--- src/rtl/otg_stat_pkg.sv ---
package otg_stat_pkg;

    // Bit positions inside the status word; software decodes these.
    localparam int unsigned LINE_LO_B    = 0;
    localparam int unsigned LINE_HI_B    = 1;
    localparam int unsigned HOST_DISC_B  = 2;
    localparam int unsigned ID_ROLE_B    = 3;
    localparam int unsigned VBUS_SENSE_B = 4;
    localparam int unsigned VBUS_OK_B    = 5;
    localparam int unsigned SESS_OK_B    = 6;
    localparam int unsigned SESS_OVER_B  = 7;
    localparam int unsigned PWR_CLK_B    = 8;

    // Lowest word width that holds every defined field.
    localparam int unsigned MIN_STAT_W   = PWR_CLK_B + 1;

    typedef struct packed {
        logic vbus;
        logic chg;
    } vbus_state_t;

    typedef struct packed {
        logic ok;
        logic over;
    } sess_state_t;

endpackage

--- src/rtl/otg_vbus_track.sv ---
module otg_vbus_track
    import otg_stat_pkg::*;
(
    input  logic clk,
    input  logic rst_n,
    input  logic upd,
    input  logic level,
    output logic vbus_q,
    output logic chg_q
);

    vbus_state_t st_d, st_q;

    always_comb begin
        st_d     = st_q;
        st_d.chg = 1'b0;
        if (upd && (level != st_q.vbus)) begin
            st_d.vbus = level;
            st_d.chg  = 1'b1;
        end
    end

    always_ff @(posedge clk or negedge rst_n) begin
        if (!rst_n) st_q <= '0;
        else        st_q <= st_d;
    end

    assign vbus_q = st_q.vbus;
    assign chg_q  = st_q.chg;

    // a report lands in the flag at the next edge
    a_r2_level_follows: assert property (@(posedge clk) disable iff (!rst_n)
        upd |=> (vbus_q == $past(level)));

    // an event is only seen together with a real toggle
    a_r4_chg_on_toggle: assert property (@(posedge clk) disable iff (!rst_n)
        chg_q |-> (vbus_q != $past(vbus_q)));

    // repeating the stored level stays quiet
    a_r5_quiet_repeat: assert property (@(posedge clk) disable iff (!rst_n)
        (upd && (level == vbus_q)) |=> !chg_q);

endmodule

--- src/rtl/otg_sess_track.sv ---
module otg_sess_track
    import otg_stat_pkg::*;
(
    input  logic clk,
    input  logic rst_n,
    input  logic upd,
    input  logic level,
    output logic ok_q,
    output logic over_q
);

    sess_state_t st_d, st_q;

    always_comb begin
        st_d = st_q;
        if (upd) begin
            st_d.ok   = level;
            st_d.over = !level;
        end
    end

    always_ff @(posedge clk or negedge rst_n) begin
        if (!rst_n) st_q <= '0;
        else        st_q <= st_d;
    end

    assign ok_q   = st_q.ok;
    assign over_q = st_q.over;

    // valid and end are never set together
    a_r6_exclusive: assert property (@(posedge clk) disable iff (!rst_n)
        !(ok_q && over_q));

    // both flags follow the report at the next edge
    a_r6_follow: assert property (@(posedge clk) disable iff (!rst_n)
        upd |=> ((ok_q == $past(level)) && (over_q == !$past(level))));

endmodule

--- src/rtl/otg_line_tracker.sv ---
module otg_line_tracker
    import otg_stat_pkg::*;
#(
    parameter int unsigned STAT_W = 16,
    parameter int unsigned RD_W   = 32
) (
    input  logic            clk,
    input  logic            rst_n,
    input  logic            vbus_upd,
    input  logic            vbus_level,
    input  logic            sess_upd,
    input  logic            sess_level,
    input  logic            rd_en,
    output logic [RD_W-1:0] rd_data,
    output logic            vbus_chg_evt
);

    localparam int unsigned PAD_W = (RD_W > STAT_W) ? (RD_W - STAT_W) : 0;

    typedef struct packed {
        logic [RD_W-1:0] data;
    } rd_state_t;

    logic              vbus_flag;
    logic              vbus_evt;
    logic              sess_ok;
    logic              sess_over;
    logic [STAT_W-1:0] stat_word;
    logic [RD_W-1:0]   rd_word;
    rd_state_t         rd_d, rd_q;

    otg_vbus_track u_vbus (
        .clk    (clk),
        .rst_n  (rst_n),
        .upd    (vbus_upd),
        .level  (vbus_level),
        .vbus_q (vbus_flag),
        .chg_q  (vbus_evt)
    );

    otg_sess_track u_sess (
        .clk    (clk),
        .rst_n  (rst_n),
        .upd    (sess_upd),
        .level  (sess_level),
        .ok_q   (sess_ok),
        .over_q (sess_over)
    );

    // Fields without a source inside this block stay at zero.
    always_comb begin
        stat_word              = '0;
        stat_word[VBUS_OK_B]   = vbus_flag;
        stat_word[SESS_OK_B]   = sess_ok;
        stat_word[SESS_OVER_B] = sess_over;
    end

    generate
        if (PAD_W > 0) begin : g_pad
            assign rd_word = {{PAD_W{1'b0}}, stat_word};
        end else begin : g_trunc
            assign rd_word = stat_word[RD_W-1:0];
        end
    endgenerate

    always_comb begin
        rd_d = rd_q;
        if (rd_en) rd_d.data = rd_word;
    end

    always_ff @(posedge clk or negedge rst_n) begin
        if (!rst_n) rd_q <= '0;
        else        rd_q <= rd_d;
    end

    assign rd_data      = rd_q.data;
    assign vbus_chg_evt = vbus_evt;

    // a lone session report never produces an event
    a_r7_sess_silent: assert property (@(posedge clk) disable iff (!rst_n)
        (sess_upd && !vbus_upd) |=> !vbus_chg_evt);

    // simultaneous reports are both applied
    a_r8_both_applied: assert property (@(posedge clk) disable iff (!rst_n)
        (vbus_upd && sess_upd) |=>
            ((vbus_flag == $past(vbus_level)) && (sess_ok == $past(sess_level))));

    // a read returns the flags held before the sampling edge
    a_r10_read_capture: assert property (@(posedge clk) disable iff (!rst_n)
        rd_en |=> ((rd_data[VBUS_OK_B] == $past(vbus_flag)) &&
                   (rd_data[SESS_OK_B] == $past(sess_ok))));

    // without a request the read register holds
    a_r10_read_hold: assert property (@(posedge clk) disable iff (!rst_n)
        !rd_en |=> $stable(rd_data));

endmodule

--- config.mk ---
export PLATFORM = sky130hd
export DESIGN_NAME = otg_line_tracker
export DESIGN_NICKNAME = d
export VERILOG_FILES = /design/src/rtl/otg_stat_pkg.sv /design/src/rtl/otg_vbus_track.sv /design/src/rtl/otg_sess_track.sv /design/src/rtl/otg_line_tracker.sv
export SDC_FILE = /design/constraint.sdc
export NUM_CORES = 1
export LEC_CHECK = 0
export BUFFER_PORTS_ARGS = -buffer_cell sky130_fd_sc_hd__buf_2
export CORE_UTILIZATION = 30
export CTS_CLUSTER_DIAMETER = 120
export DETAILED_ROUTE_END_ITERATION = 8
export HOLD_SLACK_MARGIN = 0.02
export PLACE_DENSITY_LB_ADDON = 0.25
export RECOVER_POWER = 50
export SLEW_MARGIN = 20
export SYNTH_ARGS = -nofsm -noshare
export SYNTH_HDL_FRONTEND = slang
export SYNTH_HIERARCHICAL = 1
export SYNTH_SLANG_ARGS = --single-unit
--- constraint.sdc ---
create_clock -name clk -period 0.8 [get_ports clk]
set_input_delay 0.12 -clock clk [delete_from_list [all_inputs] [get_ports clk]]
set_output_delay 0.12 -clock clk [all_outputs]
set_load 0.1 [all_outputs]
* After elaboration in Yosys (flattened, before gate mapping)
Cells that the tools add are included.
Word-level totals: bits of input ports 7, register bits 7
Cells by class: reduce and logical (&&, ||, !) cells 2, equality and inequality tests 1, muxes and demuxes 1
Operator list (count):
- $logic_and 1x1->1 | 1
- $logic_not 1->1 | 1
- $mux 1 | 1
- $ne 1x1->1 | 1

* Longest topological paths before layout
depth after elaboration 3, gate-level depth with buffers 2, mapped depth without buffers 2

* By module
Netlist, hierarchy kept.
Modules (own cells, without submodules):
- otg_line_tracker | area each 330.3 um^2, seq. area each 75.1 um^2, times used 1, cells each 36
- otg_sess_track | area each 78.8 um^2, seq. area each 50.0 um^2, times used 1, cells each 5
- otg_vbus_track | area each 76.3 um^2, seq. area each 50.0 um^2, times used 1, cells each 5

* Worst setup path before layout
OpenSTA, ideal clock, no wires.
kind register to register, start register rd_data[5] (netlist name), end register rd_q, in the netlist rd_data[5], data required time 0.675 ns, slack -0.456 ns, arrival time 1.130 ns, cell stages (with the launch flop) 2, period minus slack after synthesis 1.256 ns, cells stage by stage dfrtp_1 > mux2_2
RTL lines:
- end signal: assignment | line otg_line_tracker.sv:73 | else rd_q <= rd_d;
- end: declaration | line otg_line_tracker.sv:30 | rd_state_t rd_d, rd_q;

* Final worst setup path
start register rd_q, in the netlist rd_data[5], end output rd_data[5]
RTL lines:
- end: declaration | line otg_line_tracker.sv:14 | output logic [RD_W-1:0] rd_data,
No word-level cell between the ends.

==> reports/qor_table.md <==
| Quantity | Reported |
|:---|:---|
| Clock tree from TritonCTS | built |
| Sequential-to-total area share from yosys stat | 36.08% |
| Number of endpoints failing setup at the final stage | 7 |
| WL per Instance | 7.421 µm |
| # Max-Cap Violations | 0 |
| Post-synthesis cell type count | 9 |
| Leakage power total | 0.0002919 µW |
| Violations in the final reports | negative setup slack |
| Cell Int Power | 762.9 µW |
| Post-route antenna net violation count | 0 |
| DRC violations left | 0 |
| Total negative slack | -979.0 ps |
| Num CTS Buffers | 3 |
| Average instance area after synthesis | 10.55 µm² |
| Worst-path clk slew | 50 ps |
| Critical path startpoint category | flip-flop |
| Overall routing resource usage | 6.881% |
| Iteration-0 DRC Markers | 0 |
| Library cell used as clock root buffer | sky130_fd_sc_hd__clkbuf_4 |
| Syn Inst Count | 46 |
| Half-perimeter wire length after placement | 465.8 µm |
| Highest Clock Rate | 977.1 MHz |
| Worst hold slack | 71.89 ps |
| Critical path class | reg2out |
| Pin count of the biggest net entering global routing | 8 |
| Peak supply drop | 0.8659 mV |
| DIE HEIGHT | 42.23 µm |
| I/O Pins | 40 |
| Final period util | 127.9% |
| Post-layout worst setup margin | -223.4 ps |
| RSZ-0062 raised after global routing | yes |
| Crit path time final | 1023 ps |
| Nets | 68 |
| First-pass GRT wire length | 821 µm |
| Vias per inst | 3.066 |
| Placement row count | 14 |
| Core area | 1506 µm² |
| Combinational share of power | 56.5% |
| Via count of the first global-routing pass | 190 |
| Final GP Congestion | 0.6660 |
| Area of the die | 1783 µm² |
| Vias post-DR | 233 |
| Crit path max-delay cell type | sky130_fd_sc_hd__dfrtp_4 |
| Final number of hold-violating endpoints | 0 |
| Port Buffers | 10 |
| Flops & latches, synth | 7 |
| Die width | 42.23 µm |
| Design area | 550.5 µm² |
| Deepest level of the CTS H-tree | 1 |
| Signed area change from the synthesized netlist to the final layout | 13.40% |
| Switching power | 1003 µW |
| Number of detailed-route iterations in the first pass | 1 |
| Maximum fanout encountered on the critical timing path | 2 |
| Layout cells sized above 1 | 35.00% |
| Hold crit path type | in2reg |
| Family with the most delay on the worst path | flip-flops |
| Status | finished, violations left |
| Number of antenna violations at the first check in global routing | 0 |
| Data required time at the worst endpoint | 680 ps |
| Data arrival, critical path | 900 ps |
| Sort of element at the end of the critical path | output port |
| Worst clock skew | 2.521 ps |
| Maximum buffer depth of the clock tree | 2 |
| Net Sw Frac | 56.80% |
| Area of the mapped netlist | 485.5 µm² |
| Relative contribution of sequential cells to total power | 25.5% |
| Post-place instance area | 515.5 µm² |
| Power per cell area | 3208 nW/µm² |
| Clock power share | 17.9% |
| Clock net sink count | 7 |
| Critical Path, Cell by Cell | buf_12 |
| Yosys synthesis warning count | 6 |
| Clock latency of the later-clocked register in the worst-skew pair | 250 ps |
| Global route overflow | 0 |
| Final slew viol count | 0 |
| Maximum single-stage delay on the critical path | 480 ps |
| ANT cells | 0 |
| Combined buffer and inverter count along the critical path | 1 |
| Starting density of the core | 32.23% |
| Total detailed-routing wirelength | 564 µm |
| Fill cell total of the finished layout | 158 |
[sequential cells by signal, indices dropped and copies added (netlist names)]
signal and cells:
u_sess/over_q 1, rd_data 3, u_vbus/vbus_q 1, u_vbus/chg_q 1, u_sess/ok_q 1
[cells in the final DEF, fill, tap and decap left out]
master	count
sky130_fd_sc_hd__and2_1	1
sky130_fd_sc_hd__buf_12	4
sky130_fd_sc_hd__buf_2	5
sky130_fd_sc_hd__clkbuf_1	2
sky130_fd_sc_hd__clkbuf_4	3
sky130_fd_sc_hd__conb_1	29
sky130_fd_sc_hd__dfrtp_1	3
sky130_fd_sc_hd__dfrtp_2	1
sky130_fd_sc_hd__dfrtp_4	3
sky130_fd_sc_hd__dlygate4sd3_1	1
sky130_fd_sc_hd__inv_1	1
sky130_fd_sc_hd__mux2_2	4
sky130_fd_sc_hd__mux2_4	1
sky130_fd_sc_hd__mux2i_1	1
sky130_fd_sc_hd__xor2_1	1
[routing by layer]
layer | vias up | wire, µm | GRT usage [%]
met1 | 103 | 196 | 7.258
met5 | - | 0 | 0
met4 | 0 | 0 | 7.500
met2 | 18 | 289 | 9.231
met3 | 0 | 78 | 3.448
li1 | 112 | - | -
[Yosys cell counts]
cell type	count	share of area, %
sky130_fd_sc_hd__dfrtp_1	7	36
sky130_fd_sc_hd__inv_1	1	0.77
sky130_fd_sc_hd__mux2_2	4	9.3
sky130_fd_sc_hd__and2_1	1	1.3
sky130_fd_sc_hd__conb_1	1	0.77
sky130_fd_sc_hd__xor2_1	1	1.8
sky130_fd_sc_hd__buf_4	29	45
sky130_fd_sc_hd__mux2i_1	1	2.1
sky130_fd_sc_hd__mux2_4	1	3.1
[power by group through the flow]
stage	Sequential, µW	Combinational [µW]	Clock (µW)
2_1_floorplan	647	747	0
3_3_place_gp	457	994	0
3_5_place_dp	458	995	0
4_1_cts	451	1000	339
5_1_grt	457	1020	342
6_report	451	998	317
[final timing paths]
path / from / end / slack (ps) / cells after the start
min in group asynchronous: rst_n / u_sess/ok_q / 300 / 2
max reg2reg: rd_data[5] / rd_data[5] / -60 / 1
min reg2reg: u_sess/over_q / rd_data[7] / 520 / 1
min: sess_level / u_sess/over_q / 70 / 2
max: rd_data[5] / rd_data[5] / -220 / 1
max in group asynchronous: rst_n / rd_data[6] / 190 / 2
[stage by stage]
step	power, µW	std cells	setup WS, ps	utilization, %
after floorplan	1394	74	-220.5	-
after global routing	1818	76	-243.6	36.54
final	1766	76	-223.4	36.54
after detailed placement	1453	71	-58.21	34.22
after CTS	1790	76	-236.1	36.63
after global placement	1450	71	-51.19	34.22
[cells by family (layout without fill, tap and decap cells)]
kind of cell	count (synthesis)	count (layout)	share of synthesized area (%)
xor gates and xnor gates	1	1	1.804
muxes	6	6	14.43
DFF	7	7	36.08
other	1	29	0.7725
buffers and inverters	30	16	45.62
and+or+nand+nor	1	1	1.289
[area by class of cell]
cell class	count	area [µm²]	area share, %
Clock buffer	4	26.28	4.773
Inverter	1	3.754	0.6818
Multi-Input combinational cell	37	193.9	35.23
Sequential cell	7	187.7	34.09
Tap cell	16	20.02	3.636
Timing Repair Buffer	11	118.9	21.59
[what timing repair did]
action,4_1_cts,5_1_grt
endpoints found under the setup margin,8,8
gates resized for setup,0,0
pin swaps,2,0
hold buffers,1,0
endpoints found under the hold margin,7,0
buffers inserted,0,0
(Power assumes the default switching activity.)
